**src/rtl/pgc_pkg.sv**
```systemverilog
package pgc_pkg;

  // read source selected by the address decoder
  typedef enum logic [1:0] {
    SRC_NONE = 2'd0,
    SRC_STAT = 2'd1,
    SRC_CTRL = 2'd2
  } rd_src_e;

  // strobe model: per-bank window of three words
  localparam int NEW_BASE   = 'h20;
  localparam int NEW_STRIDE = 'h10;
  localparam int OFS_STAT   = 'h0;
  localparam int OFS_ON     = 'h4;
  localparam int OFS_OFF    = 'h8;

  // legacy model: two interleaved control/status pairs
  localparam int LEG_CTRL0  = 'h1C;
  localparam int LEG_STAT0  = 'h20;
  localparam int LEG_STRIDE = 'h08;
  localparam int LEG_BANKS  = 2;

endpackage

```
**src/rtl/pgc_decode.sv**
```systemverilog
module pgc_decode
  import pgc_pkg::*;
#(
  parameter int BANKS  = 3,
  parameter int WIDTH  = 32,
  parameter int ADDR_W = 8,
  parameter bit LEGACY = 1'b0,
  localparam int BW    = (BANKS > 1) ? $clog2(BANKS) : 1
) (
  input  logic                         wr_en,
  input  logic [ADDR_W-1:0]            addr,
  input  logic [WIDTH-1:0]             wdata,
  output logic [BANKS-1:0][WIDTH-1:0]  set_m,
  output logic [BANKS-1:0][WIDTH-1:0]  clr_m,
  output rd_src_e                      rd_src,
  output logic [BW-1:0]                rd_bank
);

  int a;
  assign a = int'(addr);

  always_comb begin
    set_m   = '0;
    clr_m   = '0;
    rd_src  = SRC_NONE;
    rd_bank = '0;
    for (int b = 0; b < BANKS; b++) begin
      if (!LEGACY) begin
        if (a == NEW_BASE + b*NEW_STRIDE + OFS_STAT) begin
          rd_src  = SRC_STAT;
          rd_bank = BW'(b);
        end
        if (wr_en && (a == NEW_BASE + b*NEW_STRIDE + OFS_ON))
          set_m[b] = wdata;
        if (wr_en && (a == NEW_BASE + b*NEW_STRIDE + OFS_OFF))
          clr_m[b] = wdata;
      end else if (b < LEG_BANKS) begin
        if (a == LEG_CTRL0 + b*LEG_STRIDE) begin
          rd_src  = SRC_CTRL;
          rd_bank = BW'(b);
          if (wr_en) begin
            clr_m[b] = wdata;
            set_m[b] = ~wdata;
          end
        end
        if (a == LEG_STAT0 + b*LEG_STRIDE) begin
          rd_src  = SRC_STAT;
          rd_bank = BW'(b);
        end
      end
    end
  end

endmodule

```
**src/rtl/pgc_bank.sv**
```systemverilog
module pgc_bank #(
  parameter int WIDTH   = 32,
  parameter int ACK_DLY = 4,
  localparam int CW     = $clog2(ACK_DLY + 1)
) (
  input  logic             clk,
  input  logic             rst_n,
  input  logic [WIDTH-1:0] set_m,
  input  logic [WIDTH-1:0] clr_m,
  output logic [WIDTH-1:0] run,
  output logic [WIDTH-1:0] stat
);

  for (genvar i = 0; i < WIDTH; i++) begin : g_gate
    logic          req_q, req_d;
    logic          ack_q, ack_d;
    logic [CW-1:0] cnt_q, cnt_d;
    logic          tgt, upd;

    always_comb begin
      tgt   = set_m[i] ? 1'b1 : (clr_m[i] ? 1'b0 : req_q);
      req_d = tgt;
      ack_d = ack_q;
      cnt_d = cnt_q;
      if (tgt != req_q) begin
        cnt_d = CW'(ACK_DLY);
      end else if (cnt_q != '0) begin
        cnt_d = cnt_q - CW'(1);
        if (cnt_q == CW'(1)) ack_d = req_q;
      end
      upd = (tgt != req_q) || (cnt_q != '0);
    end

    always_ff @(posedge clk or negedge rst_n) begin
      if (!rst_n) begin
        req_q <= 1'b1;
        ack_q <= 1'b1;
        cnt_q <= '0;
      end else if (upd) begin
        req_q <= req_d;
        ack_q <= ack_d;
        cnt_q <= cnt_d;
      end
    end

    assign run[i]  = req_q;
    assign stat[i] = ack_q;
  end

endmodule

```
**src/rtl/pgc_readback.sv**
```systemverilog
module pgc_readback
  import pgc_pkg::*;
#(
  parameter int BANKS  = 3,
  parameter int WIDTH  = 32,
  parameter bit LEGACY = 1'b0,
  localparam int BW    = (BANKS > 1) ? $clog2(BANKS) : 1
) (
  input  logic                         clk,
  input  logic                         rst_n,
  input  logic                         rd_en,
  input  rd_src_e                      rd_src,
  input  logic [BW-1:0]                rd_bank,
  input  logic [BANKS-1:0][WIDTH-1:0]  run,
  input  logic [BANKS-1:0][WIDTH-1:0]  stat,
  output logic                         rsp_vld,
  output logic [WIDTH-1:0]             rsp_rdata
);

  logic [WIDTH-1:0] data_d, data_q;
  logic             vld_q;
  logic [WIDTH-1:0] run_sel, stat_sel;

  always_comb begin
    run_sel  = '0;
    stat_sel = '0;
    for (int b = 0; b < BANKS; b++) begin
      if (int'(rd_bank) == b) begin
        run_sel  = run[b];
        stat_sel = stat[b];
      end
    end
    unique case (rd_src)
      SRC_STAT: data_d = LEGACY ? ~stat_sel : stat_sel;
      SRC_CTRL: data_d = ~run_sel;
      default:  data_d = '0;
    endcase
  end

  always_ff @(posedge clk or negedge rst_n) begin
    if (!rst_n) vld_q <= 1'b0;
    else        vld_q <= rd_en;
  end

  always_ff @(posedge clk or negedge rst_n) begin
    if (!rst_n)     data_q <= '0;
    else if (rd_en) data_q <= data_d;
  end

  assign rsp_vld   = vld_q;
  assign rsp_rdata = data_q;

endmodule

```
**src/rtl/pwr_gate_ctrl.sv**
```systemverilog
module pwr_gate_ctrl
  import pgc_pkg::*;
#(
  parameter int BANKS   = 3,
  parameter int WIDTH   = 32,
  parameter int ADDR_W  = 8,
  parameter int ACK_DLY = 4,
  parameter bit LEGACY  = 1'b0,
  localparam int BW     = (BANKS > 1) ? $clog2(BANKS) : 1
) (
  input  logic                   clk,
  input  logic                   rst_n,
  input  logic                   bus_vld,
  input  logic                   bus_wr,
  input  logic [ADDR_W-1:0]      bus_addr,
  input  logic [WIDTH-1:0]       bus_wdata,
  output logic                   rsp_vld,
  output logic [WIDTH-1:0]       rsp_rdata,
  output logic [BANKS*WIDTH-1:0] clk_en
);

  // reset: asynchronous assertion, synchronous release
  logic [1:0] rst_sync_q;
  logic       rst_q;

  always_ff @(posedge clk or negedge rst_n) begin
    if (!rst_n) rst_sync_q <= 2'b00;
    else        rst_sync_q <= {rst_sync_q[0], 1'b1};
  end
  assign rst_q = rst_sync_q[1];

  logic                         wr_en, rd_en;
  logic [BANKS-1:0][WIDTH-1:0]  set_m, clr_m, run_w, stat_w;
  logic [BANKS*WIDTH-1:0]       stat_flat;
  rd_src_e                      rd_src;
  logic [BW-1:0]                rd_bank;

  assign wr_en = bus_vld && bus_wr;
  assign rd_en = bus_vld && !bus_wr;

  pgc_decode #(
    .BANKS(BANKS), .WIDTH(WIDTH), .ADDR_W(ADDR_W), .LEGACY(LEGACY)
  ) u_decode (
    .wr_en  (wr_en),
    .addr   (bus_addr),
    .wdata  (bus_wdata),
    .set_m  (set_m),
    .clr_m  (clr_m),
    .rd_src (rd_src),
    .rd_bank(rd_bank)
  );

  for (genvar b = 0; b < BANKS; b++) begin : g_bank
    pgc_bank #(.WIDTH(WIDTH), .ACK_DLY(ACK_DLY)) u_bank (
      .clk  (clk),
      .rst_n(rst_q),
      .set_m(set_m[b]),
      .clr_m(clr_m[b]),
      .run  (run_w[b]),
      .stat (stat_w[b])
    );
  end

  pgc_readback #(
    .BANKS(BANKS), .WIDTH(WIDTH), .LEGACY(LEGACY)
  ) u_readback (
    .clk      (clk),
    .rst_n    (rst_q),
    .rd_en    (rd_en),
    .rd_src   (rd_src),
    .rd_bank  (rd_bank),
    .run      (run_w),
    .stat     (stat_w),
    .rsp_vld  (rsp_vld),
    .rsp_rdata(rsp_rdata)
  );

  assign clk_en    = run_w;
  assign stat_flat = stat_w;

endmodule

```
**config.mk**
```make
export PLATFORM = sky130hd
export DESIGN_NAME = pwr_gate_ctrl
export DESIGN_NICKNAME = d
export VERILOG_FILES = /design/src/rtl/pgc_pkg.sv /design/src/rtl/pgc_decode.sv /design/src/rtl/pgc_bank.sv /design/src/rtl/pgc_readback.sv /design/src/rtl/pwr_gate_ctrl.sv
export SDC_FILE = /design/constraint.sdc
export NUM_CORES = 1
export LEC_CHECK = 0
export BUFFER_PORTS_ARGS = -buffer_cell sky130_fd_sc_hd__buf_2
export CAP_MARGIN = 40
export CORE_MARGIN = 3
export CORE_UTILIZATION = 69
export CTS_BUF_LIST = sky130_fd_sc_hd__clkbuf_8
export DETAILED_ROUTE_END_ITERATION = 7
export GPL_TIMING_DRIVEN = 0
export MAX_ROUTING_LAYER = met4
export PLACE_DENSITY = 0.85
export SKIP_CTS_REPAIR_TIMING = 1
export SLEW_MARGIN = 20
export SYNTH_ARGS = -nofsm -noshare
export SYNTH_HDL_FRONTEND = slang
export SYNTH_HIERARCHICAL = 1
export SYNTH_SLANG_ARGS = --single-unit
```
**constraint.sdc**
```tcl
create_clock -name clk -period 30.4 [get_ports clk]
set_input_delay 6.08 -clock clk [delete_from_list [all_inputs] [get_ports clk]]
set_output_delay 6.08 -clock clk [all_outputs]
set_load 0.05 [all_outputs]
```
Word level (Yosys, flattened, before mapping). Index checks and enable logic that the tools add are counted.

Flip-flop bits (word level): 515. Latch bits: 0. Bits in writable memories: 0. ROM bits: 0. Output and inout port bits: 129. Memories kept: 0.

$add $sub $neg: 96. Multiply operators: 0. Div/mod/pow operators: 0. $lt $le $gt $ge: 0. Equal/unequal tests: 205. Shift-type cells: 0. Mux-type cells: 402. Bitwise gates (word level): 97. Reduce and logical (&&, ||, !) cells: 490.

Operators by type and width (number): 3-bit 2-to-1 mux (192); 32-bit 2-to-1 mux (12); 4-bit AND reduction (96); 3-bit by 1-bit == test with 1-bit output (second input constant) (96); 3-bit nonzero test (96); 3-bit by 1-bit subtractor with 3-bit output (second input constant) (96); 1-bit 2-to-1 mux (196); 2-bit AND reduction (96); 2-bit nonzero test (96); 1-bit logical OR (96); 1-bit inequality test (96); 1-bit inverter (96); 32-bit one-hot mux with 2 select lines (1); 8-bit by 7-bit == test with 1-bit output (second input constant) (6); 32-bit inverter (1); 8-bit == test (second input constant) (3); 1-bit logical AND (8); 2-bit == test (second input constant) (3); 2-bit by 1-bit == test with 1-bit output (second input constant) (1); 2-bit zero test (1); 2-bit 2-to-1 mux (1); 1-bit zero test (1).

Logic depth before layout (Yosys ltp). Gate-level depths: netlist of the first run.

Depth in word-level cells: 9. Depth in mapped cells: 11. Gate-level depth less buffers: 6.

Hierarchy. Netlist of the first run, hierarchy kept.

By module, submodules not included: pgc_bank (g_bank[1].u_bank) (instances 1, cells an instance 943, area each 9470.3 µm², seq. area each 4083.9 µm²); pgc_bank (g_bank[0].u_bank) (instances 1, cells an instance 941, area each 9460.3 µm², seq. area each 4083.9 µm²); pgc_bank (g_bank[2].u_bank) (instances 1, cells an instance 941, area each 9452.8 µm², seq. area each 4083.9 µm²); pgc_readback (instances 1, cells an instance 365, area each 3061.7 µm², seq. area each 825.8 µm²); pgc_decode (instances 1, cells an instance 301, area each 1755.4 µm², seq. area each 0.0 µm²); pwr_gate_ctrl (instances 1, cells an instance 5, area each 70.1 µm², seq. area each 50.0 µm²).

Worst setup path after synthesis of the first run. OpenSTA, ideal clock, no wires.

Kind: input to register. Start point: in bus_addr[5]. End point: reg u_readback.data_q[17] (netlist: u_readback/rsp_rdata[17]). Library setup time: 138 ps. Arrival: 7895 ps. Required time: 30262 ps. Path slack: 22367 ps. Cell stages on the path: 9. Buffers on the path: 4. Cells stage by stage: or4b_1 buf_4 buf_6 nor2_1 buf_2 buf_2 o21ai_0 a32oi_1 o22ai_1.

Elaborated cells on any way between the ends: 21. Those cells by class: eq/ne: 7; mux: 12; bitwise: 1; reduce/logical: 1.

RTL lines: start: declaration (line pwr_gate_ctrl.sv:15) `input logic [ADDR_W-1:0] bus_addr,`; 8-bit == test (*) (line pgc_decode.sv:29) `if (a == NEW_BASE + b*NEW_STRIDE + OFS_STAT) begin`; 2-bit 2-to-1 mux (*) (line pgc_decode.sv:29); named net rd_bank[1] (line pwr_gate_ctrl.sv:36) `logic [BW-1:0] rd_bank;`; 2-bit zero test (line pgc_readback.sv:28) `if (int'(rd_bank) == b) begin`; 32-bit 2-to-1 mux (3 in series) (line pgc_readback.sv:28); 32-bit inverter (line pgc_readback.sv:35) `SRC_CTRL: data_d = ~run_sel;`; 32-bit one-hot mux with 2 select lines (*) (line pgc_readback.sv:33) `unique case (rd_src)`; end signal: assignment (line pgc_readback.sv:47) `else if (rd_en) data_q <= data_d;`; end: declaration (line pgc_readback.sv:20) `logic [WIDTH-1:0] data_d, data_q;`.

Mark *: on every way through the listed nets, which the timed path passes. The rest lies on a longest branch. A chain may end at the register's enable or synchronous reset.

Final worst setup path of the first run.
Start point: in bus_addr[5]. End point: reg u_readback.data_q[0] (netlist: u_readback/rsp_rdata[0]).

The elaborated chain is that of the path after synthesis.

==> results of run 1 <==
==> kinds of logic (layout without fill, tap and decap cells) <==
kind of cell | Yosys count | in the layout | share of synthesized area
muxes | 200 | 200 | 0.06325
and+or+nand+nor | 986 | 986 | 0.1668
adders and majority gates | 290 | 290 | 0.1091
AOI/OAI and AO/OA | 634 | 634 | 0.1273
buffers and inverters | 773 | 1133 | 0.1135
xor gates and xnor gates | 96 | 96 | 0.02527
DFF | 515 | 515 | 0.3946
other | 2 | 4 | 0.0002257
==> metal layers <==
| metal | track usage | vias up | routed length, um |
|---|---|---|---|
| met5 | - | - | 0 |
| met4 | 0.1913 | 0 | 4970 |
| met3 | 0.07981 | 394 | 9406 |
| met2 | 0.5869 | 1372 | 42640 |
| met1 | 0.4291 | 13290 | 33610 |
| li1 | - | 12270 | - |
==> layout make-up <==
class	instances	area (um2)
fill	2961	9903
inverter	478	1794
sequential	515	13130
clock inverter	50	244.0
buffer	295	1982
clock buffer	119	1638
timing repair buffer	191	1226
antenna	2	5.005
multi-input combinational	2208	16370
tap	607	759.5
==> Yosys cell counts, types with 2 or more instances <==
cell	instances
a21bo_2	12
a21o_1	14
a21oi_1	100
a31o_2	36
a31oi_1	71
a32oi_1	32
and2_1	95
buf_1	6
buf_2	35
buf_4	196
buf_6	6
buf_8	3
clkbuf_1	48
conb_1	2
dfrtp_1	323
dfstp_2	192
ha_1	290
inv_1	478
mux2_2	82
mux2i_1	118
nand2_1	222
nand2b_1	170
nand3b_1	33
nor2_1	130
nor2b_1	15
nor3_1	14
nor3b_1	17
nor4_1	186
nor4_2	6
o211a_1	95
o21ai_0	213
o22a_1	13
o22ai_1	32
o31a_1	13
or2_0	24
or2_1	8
or2b_1	24
or4b_1	36
xnor2_1	96
==> power by group through the flow <==
stage / sequential (mW) / clock [mW] / combinational (mW)
CTS: 1.10 / 0.667 / 1.27
finish: 1.11 / 0.660 / 1.27
detailed placement: 1.11 / 0 / 1.25
floorplan: 1.08 / 0 / 1.00
global route: 1.13 / 0.698 / 1.44
global placement: 1.10 / 0 / 1.12
==> critical path, stage by stage <==
cell	delay, ps
buf_2	120
or4b_1	670
buf_4	260
buf_6	180
nor2_1	360
clkbuf_1	710
o21ai_0	250
a32oi_1	260
o22ai_1	120
==> stage by stage <==
| step | utilization | hold slack (ps) | setup WS, ps | cell area [um2] |
|---|---|---|---|---|
| 2_1_floorplan | - | 331.2 | 15320 | 33270 |
| 6_report | 0.7895 | 275.2 | 21930 | 37150 |
| 3_3_place_gp | 0.7416 | 335.3 | 9472 | 34890 |
| 4_1_cts | 0.7885 | 291.4 | 22120 | 37100 |
| 3_5_place_dp | 0.7485 | 290.2 | 21410 | 35220 |
| 5_1_grt | 0.7895 | 317.2 | 21970 | 37140 |
==> sequential cells by signal, indices dropped and copies added (netlist names) <==
| signal | flops |
|---|---|
| u_readback/rsp_rdata | 32 |
| g_bank.u_bank/g_gate.cnt_q | 288 |
| rst_sync_q | 2 |
| u_readback/rsp_vld | 1 |
| g_bank.u_bank/g_gate.req_q | 96 |
| g_bank.u_bank/g_gate.ack_q | 96 |
==> cell usage in the layout (no fill, tap or decap), types with 32 or more instances in the layout <==
| master | instances |
|---|---|
| nor4_1 | 186 |
| nor2_1 | 130 |
| buf_2 | 207 |
| nand2b_1 | 170 |
| clkbuf_8 | 119 |
| dfrtp_1 | 322 |
| o21ai_0 | 213 |
| nand3b_1 | 33 |
| a21oi_1 | 100 |
| inv_1 | 517 |
| buf_4 | 196 |
| o22ai_1 | 32 |
| a31oi_1 | 71 |
| or4b_1 | 36 |
| mux2_2 | 82 |
| clkbuf_1 | 48 |
| dfstp_2 | 192 |
| nand2_1 | 222 |
| and2_1 | 95 |
| ha_1 | 290 |
| a32oi_1 | 32 |
| xnor2_1 | 96 |
| o211a_1 | 95 |
| a31o_2 | 36 |
| mux2i_1 | 118 |
==> final timing paths <==
| kind | from | to | cells after the start |
|---|---|---|---|
| worst max-delay path | bus_addr[5] | u_readback/rsp_rdata[0] | 9 |
| worst min-delay path | rst_sync_q[1] | g_bank[1].u_bank/g_gate[25].cnt_q[0] | 0 |
| worst max register to register | rst_sync_q[1] | g_bank[0].u_bank/g_gate[10].ack_q | 3 |
| worst min register to register | rst_sync_q[1] | g_bank[1].u_bank/g_gate[25].cnt_q[0] | 0 |
| max in group asynchronous | rst_n | rst_sync_q[1] | 1 |
| min in group clk | rst_sync_q[0] | rst_sync_q[1] | 0 |
==> summary.txt, run 1 <==
Run status
  – Status: complete, no violations

Route
  – Vias/cell: 6.120
  – WL final: just over 90 mm
  – Drt pass-1 iters: 6
  – Drc violations: 0
  – 1st-iter DRT viols: a little over 2000
  – Vias: roughly 27000
  – WL/cell: 20.30 um
  – Post-route ant nets: 0

Timing
  – Max-slew violation count: 0
  – Slew headroom: 0.3644
  – Worst Tran Pin Value: 953.4 ps
  – Final number of hold-violating endpoints: 0
  – Clock skew after layout: 36.39 ps
  – Post-layout min period: between 8000 and 9000 ps
  – Fmax: between 100 and 150 MHz
  – Unrepaired setup endpoints after global routing: false
  – Setup TNS: 0 ps
  – Final setup fails: 0
  – Fin crit share: 0.2788

Synth
  – Post-synth ARST share: 1.000
  – Primary FF master, synth: dfrtp_1
  – Yosys Warn Count: 6
  – Synth top area share: 0.2429
  – Synthesized area per cell: 9.517 um2
  – Cells after synthesis: about 3500
  – Synth Register Bits: ~520
  – Post-synth EDFFs: 0
  – Synth area leaders: dfrtp_1, dfstp_2, ha_1, inv_1, buf_4
  – Syn Nets: between 3000 and 4000
  – Post-Syn Area: 33270 um2
  – Area leader, netlist: dfrtp_1
  – Distinct cells, synth: 49
  – Post-synthesis sequential area ratio: 0.3946

Run
  – Max-Cap Viols: 0

CTS
  – Clk root buf: clkbuf_8
  – CTS tree: yes
  – Htree depth: 3
  – CTS buffer count: 90
  – Worst-Skew Late Latency: 710 ps
  – CTS clk-pin slew, worst paths: ~60 ps
  – Worst-case clock buffer depth: 3
  – Clock Sink Count: about 520

Die
  – Die Y-Extent: between 200 and 250 um
  – Core Region: 47050 um2
  – Die W: 225.6 um
  – IO Pins: around 170
  – Die ar.: roughly 50000 um2
  – Initial Utilization: 0.7071
  – Std-Cell Rows: 79

Setup path
  – Req. time, crit path: 30950 ps
  – Crit path launch type: primary input
  – Worst EP arrival: roughly 9000 ps
  – Max FO, Critical Path: 10
  – Setup slack, reg-to-reg: ~29000 ps
  – Critical Setup Path Class: in2reg
  – Crit. End Element: register

Pwr
  – Clock Power Share: 0.217
  – Maximum VDD drop: roughly 57 uV
  – Total Power: approximately 3.0 mW
  – Internal power: between 1.5 and 2 mW
  – Lkg Pwr: roughly 18 nW
  – Switching Power: about 1.1 mW
  – Power Dens Cells: between 80 and 90 nW/um2
  – Seq pwr share: 0.364
  – Comb power frac: 0.419
  – Switch share: 0.3719

Global routing
  – First-pass GRT wire length: roughly 140 mm
  – Tot GR Track Use: 0.3636
  – Congestion Overflow GR: 0
  – Vias in the first global route: between 20000 and 30000
  – Initial antenna violation count: 1
  – Largest net degree at the start of global routing: between 50 and 60

Finish
  – Final nets: 4113
  – Syn-to-layout area delta: 11.65%
  – Layout cells sized above 1: 0.2318
  – Layout Cells excl Fill: roughly 4500

Placement
  – PortBufs: about 170
  – RD Place Congestion: between 0.8 and 0.9
  – HPWL Detailed: approximately 64 mm
  – Inst Count DP: 4290

Worst hold path
  – Min-Delay Path Class: reg2async
Power figures use the tool's default switching activity.
==> run 2, diff against run 1 <==
--- a/config.mk
+++ b/config.mk
@@ -5,15 +5,16 @@
 export SDC_FILE = /design/constraint.sdc
 export NUM_CORES = 1
 export LEC_CHECK = 0
+export ABC_AREA = 1
 export BUFFER_PORTS_ARGS = -buffer_cell sky130_fd_sc_hd__buf_2
 export CAP_MARGIN = 40
 export CORE_MARGIN = 3
-export CORE_UTILIZATION = 69
+export CORE_UTILIZATION = 58
 export CTS_BUF_LIST = sky130_fd_sc_hd__clkbuf_8
 export DETAILED_ROUTE_END_ITERATION = 7
 export GPL_TIMING_DRIVEN = 0
 export MAX_ROUTING_LAYER = met4
-export PLACE_DENSITY = 0.85
+export PLACE_DENSITY = 0.76
 export SKIP_CTS_REPAIR_TIMING = 1
 export SLEW_MARGIN = 20
 export SYNTH_ARGS = -nofsm -noshare
==> constraint.sdc (replaced) <==
create_clock -name clk -period 6.9 [get_ports clk]
set_input_delay 1.38 -clock clk [delete_from_list [all_inputs] [get_ports clk]]
set_output_delay 1.38 -clock clk [all_outputs]
set_load 0.05 [all_outputs]
==> run 2 against run 1 <==
Compared with the run above: critical path depth rose by 3; clock skew rose by 6.2 ps; via count rose by 3.9%; highest routed layer unchanged.
==> summary.txt, run 2 <==
Die
  – IO Pins: 173 (unchanged)
  – Die W: 247.4 um (+9.7%)
  – Die ar.: 61220 um2 (+20%)
  – Std-Cell Rows: 87 (+10%)
  – Initial Utilization: 0.5927 (-0.1144)
  – Core Region: 57040 um2 (+21%)
  – Die Y-Extent: 247.4 um (+9.7%)

Route
  – Vias: 28390 (+3.9%)
  – WL/cell: 15.33 um (-24%)
  – 1st-iter DRT viols: 1980 (-4.3%)
  – Post-route ant nets: 0 (unchanged)
  – Vias/cell: 5.181 (-15%)
  – Drc violations: 0 (unchanged)
  – WL final: 83.99 mm (-7.3%)
  – Drt pass-1 iters: 5 (-1)

Setup path
  – Crit path max-delay cell type: clkbuf_1
  – Worst EP arrival: 4010 ps (-5010 ps)
  – Req. time, crit path: 7540 ps (-23410 ps)
  – Worst Path Buf+Inv: 4 (unchanged)
  – Most used cell, CP: nand2_1
  – RR Startpoint: rst_sync_q[1]
  – Critical path's top delay family: simple AND/OR/NAND/NOR gates
  – Crit path launch type: primary input
  – CP Cell Sequence: buf_2 > inv_1 > nand2_1 > nor2_1 > nand2_1 > nand3_1 > inv_1 > ha_1 > nor2_1 > clkbuf_1 > nand2_1 > nand2_1
  – Worst path max stage delay: 660 ps (-50 ps)
  – Crit. End Element: register
  – Max FO, Critical Path: 10 (unchanged)
  – Critical Path Start: bus_addr[1]
  – Critical Setup Path Class: in2reg

Finish
  – Syn-to-layout area delta: 11.78%
  – Largest reg by FF count: g_bank.u_bank/g_gate.cnt_q
  – Design area: 37790 um2 (+1.7%)
  – Register area: 13130 um2 (unchanged)
  – Final nets: 4977 (+21%)
  – Biggest regs: g_bank.u_bank/g_gate.cnt_q (288), g_bank.u_bank/g_gate.ack_q (96), g_bank.u_bank/g_gate.req_q (96)
  – Multi-input logic area: 16180 um2 (-1.2%)
  – Most common cell after layout, fill and taps aside: nand2_1
  – Most frequent cells in the layout: nand2_1, inv_1, nand3_1
  – Max reg flops: 288 (unchanged)
  – Layout cells sized above 1: 0.2261 (-0.005719)
  – Util after Layout: 0.6625 (-0.1270)
  – FILL cells: 4955 (+67%)

Synth
  – Area leader, netlist: dfrtp_1
  – Syn Nets: 4697 (+23%)
  – Primary FF master, synth: dfrtp_1
  – Synthesized area per cell: 7.749 um2 (-19%)
  – Synth top area share: 0.2391 (-0.003866)
  – Synth Register Bits: 515 (unchanged)
  – Most frequent cell after synthesis: nand2_1
  – Synth area leaders: dfrtp_1, dfstp_2, nand2_1, ha_1, inv_1
  – Post-synth ARST share: 1.000 (unchanged)
  – Distinct cells, synth: 23 (-53%)
  – Post-synthesis sequential area ratio: 0.3883 (-0.006279)
  – Post-synth top cells: nand2_1, inv_1, nand3_1
  – Yosys Warn Count: 6 (unchanged)
  – Post-Syn Area: 33810 um2 (+1.6%)
  – Post-synth EDFFs: 0 (unchanged)
  – Cells after synthesis: 4363 (+25%)

CTS
  – CTS clk-pin slew, worst paths: 60 ps (about the same)
  – CTS buffer count: 93 (+3.3%)
  – Htree depth: 3 (unchanged)
  – CTS tree: yes
  – Clk root buf: clkbuf_8
  – Worst-Skew Late Latency: 710 ps (about the same)
  – Clock Sink Count: 515 (unchanged)
  – Worst-case clock buffer depth: 3 (unchanged)

Timing
  – Final setup fails: 0 (unchanged)
  – Final number of hold-violating endpoints: 0 (unchanged)
  – Final WS setup: 3533 ps (-18390 ps)
  – Max-slew violation count: 0 (unchanged)
  – Fin crit share: 0.4879
  – Post-layout min period: ~3400 ps
  – Hold Slack: 130.5 ps (-144.8 ps)
  – Unrepaired setup endpoints after global routing: false
  – Fmax: approximately 300 MHz
  – Worst Tran Pin Value: 845.6 ps (-107.8 ps)
  – Clock skew after layout: 42.55 ps (+6.157 ps)
  – Slew headroom: 0.4362 (+0.07185)

Run status
  – Status: complete, no violations

Placement
  – RD Place Congestion: 0.8692 (-2.1%)
  – PortBufs: 172 (unchanged)
  – HPWL Detailed: 59.06 mm (-8.1%)
  – Pre-CTS WS: 2893 ps (-18520 ps)
  – Post-DP Area: 35900 um2 (+2.0%)

Global routing
  – Tot GR Track Use: 0.2860 (-0.07765)
  – Largest net degree at the start of global routing: 56 (-5.1%)
  – Initial antenna violation count: 2 (+1)
  – First-pass GRT wire length: 134.6 mm (-5.3%)
  – Vias in the first global route: 26550 (-5.9%)
  – Congestion Overflow GR: 0 (unchanged)
  – M3 GR Usage: 0.04689 (-0.03292)
  – GR Layer Usage met1: 0.3670 (-0.06213)
  – GR peak layer: met2
  – Met2 Resource Use GR: 0.4521 (-0.1348)

Pwr
  – Lkg Pwr: 20.61 nW (+16%)
  – Maximum VDD drop: 195.9 uV (+240%)
  – Power Dens Cells: 386.3 nW/um2 (+370%)

Run
  – Max-Cap Viols: 0 (unchanged)

Worst hold path
  – Min-Delay Path Class: reg2async
-- run 2: cell types whose count changed after synthesis, sizes merged, moves of 118 or more --
cell	delta
inv	+204
nand2b	-170
nand3	+357
nor4	-192
nand2	+1057
nor2	+234
mux2i	-118
-- run 2: area by class of cell --
class	instances	area share
Clock buffer	114	0.04152
Sequential cell	515	0.3475
Buffer	258	0.05145
Tap cell	756	0.02503
Multi-Input combinational cell	2908	0.4281
Timing Repair Buffer	185	0.03059
Inverter	682	0.06774
Antenna cell	1	0.00006622
Clock inverter	61	0.008046
-- run 2: logic make-up (layout without fill, tap and decap cells) --
kind of cell	after synthesis	in the layout	synth area share
AND/OR/NAND/NOR	2224	2224	0.2951
buffers and inverters	940	1300	0.1332
flip-flops	515	515	0.3883
AO/OA/AOI/OAI	392	392	0.07579
adder cells (fa/ha/maj)	290	290	0.1073
other	2	3	0.0002221
-- run 2: where the power goes --
group / internal [mW] / switching [mW]
logic: 2.85 / 3.58
registers: 4.49 / 0.793
clock network: 1.56 / 1.33
-- run 2: per-layer routing --
metal | wire length, um | vias up | share of wire
met5 | 0 | - | 0
met4 | 3526 | 0 | 0.042
met3 | 6584 | 209 | 0.078
met2 | 38330 | 801 | 0.46
met1 | 35540 | 13240 | 0.42
li1 | - | 14140 | -
-- run 2: final timing paths --
kind / to / slack, ps / cells past startpoint
max: u_readback/rsp_rdata[31] / 3530 / 12
min: g_bank[0].u_bank/g_gate[18].cnt_q[2] / 130 / 0
max reg2reg: g_bank[0].u_bank/g_gate[5].req_q / 5580 / 3
min reg2reg: g_bank[0].u_bank/g_gate[18].cnt_q[2] / 130 / 0
max in group asynchronous: g_bank[0].u_bank/g_gate[5].req_q / 5580 / 3
min in group clk: rst_sync_q[1] / 350 / 0
-- run 2: metrics by stage --
step,TNS (ps),instances,total power [mW]
3_5_place_dp,0,5303,11.71
6_report,0,5480,14.60
3_3_place_gp,-41080,5291,11.37
4_1_cts,0,5478,14.70
2_1_floorplan,0,4363,10.51
5_1_grt,0,5480,16.06
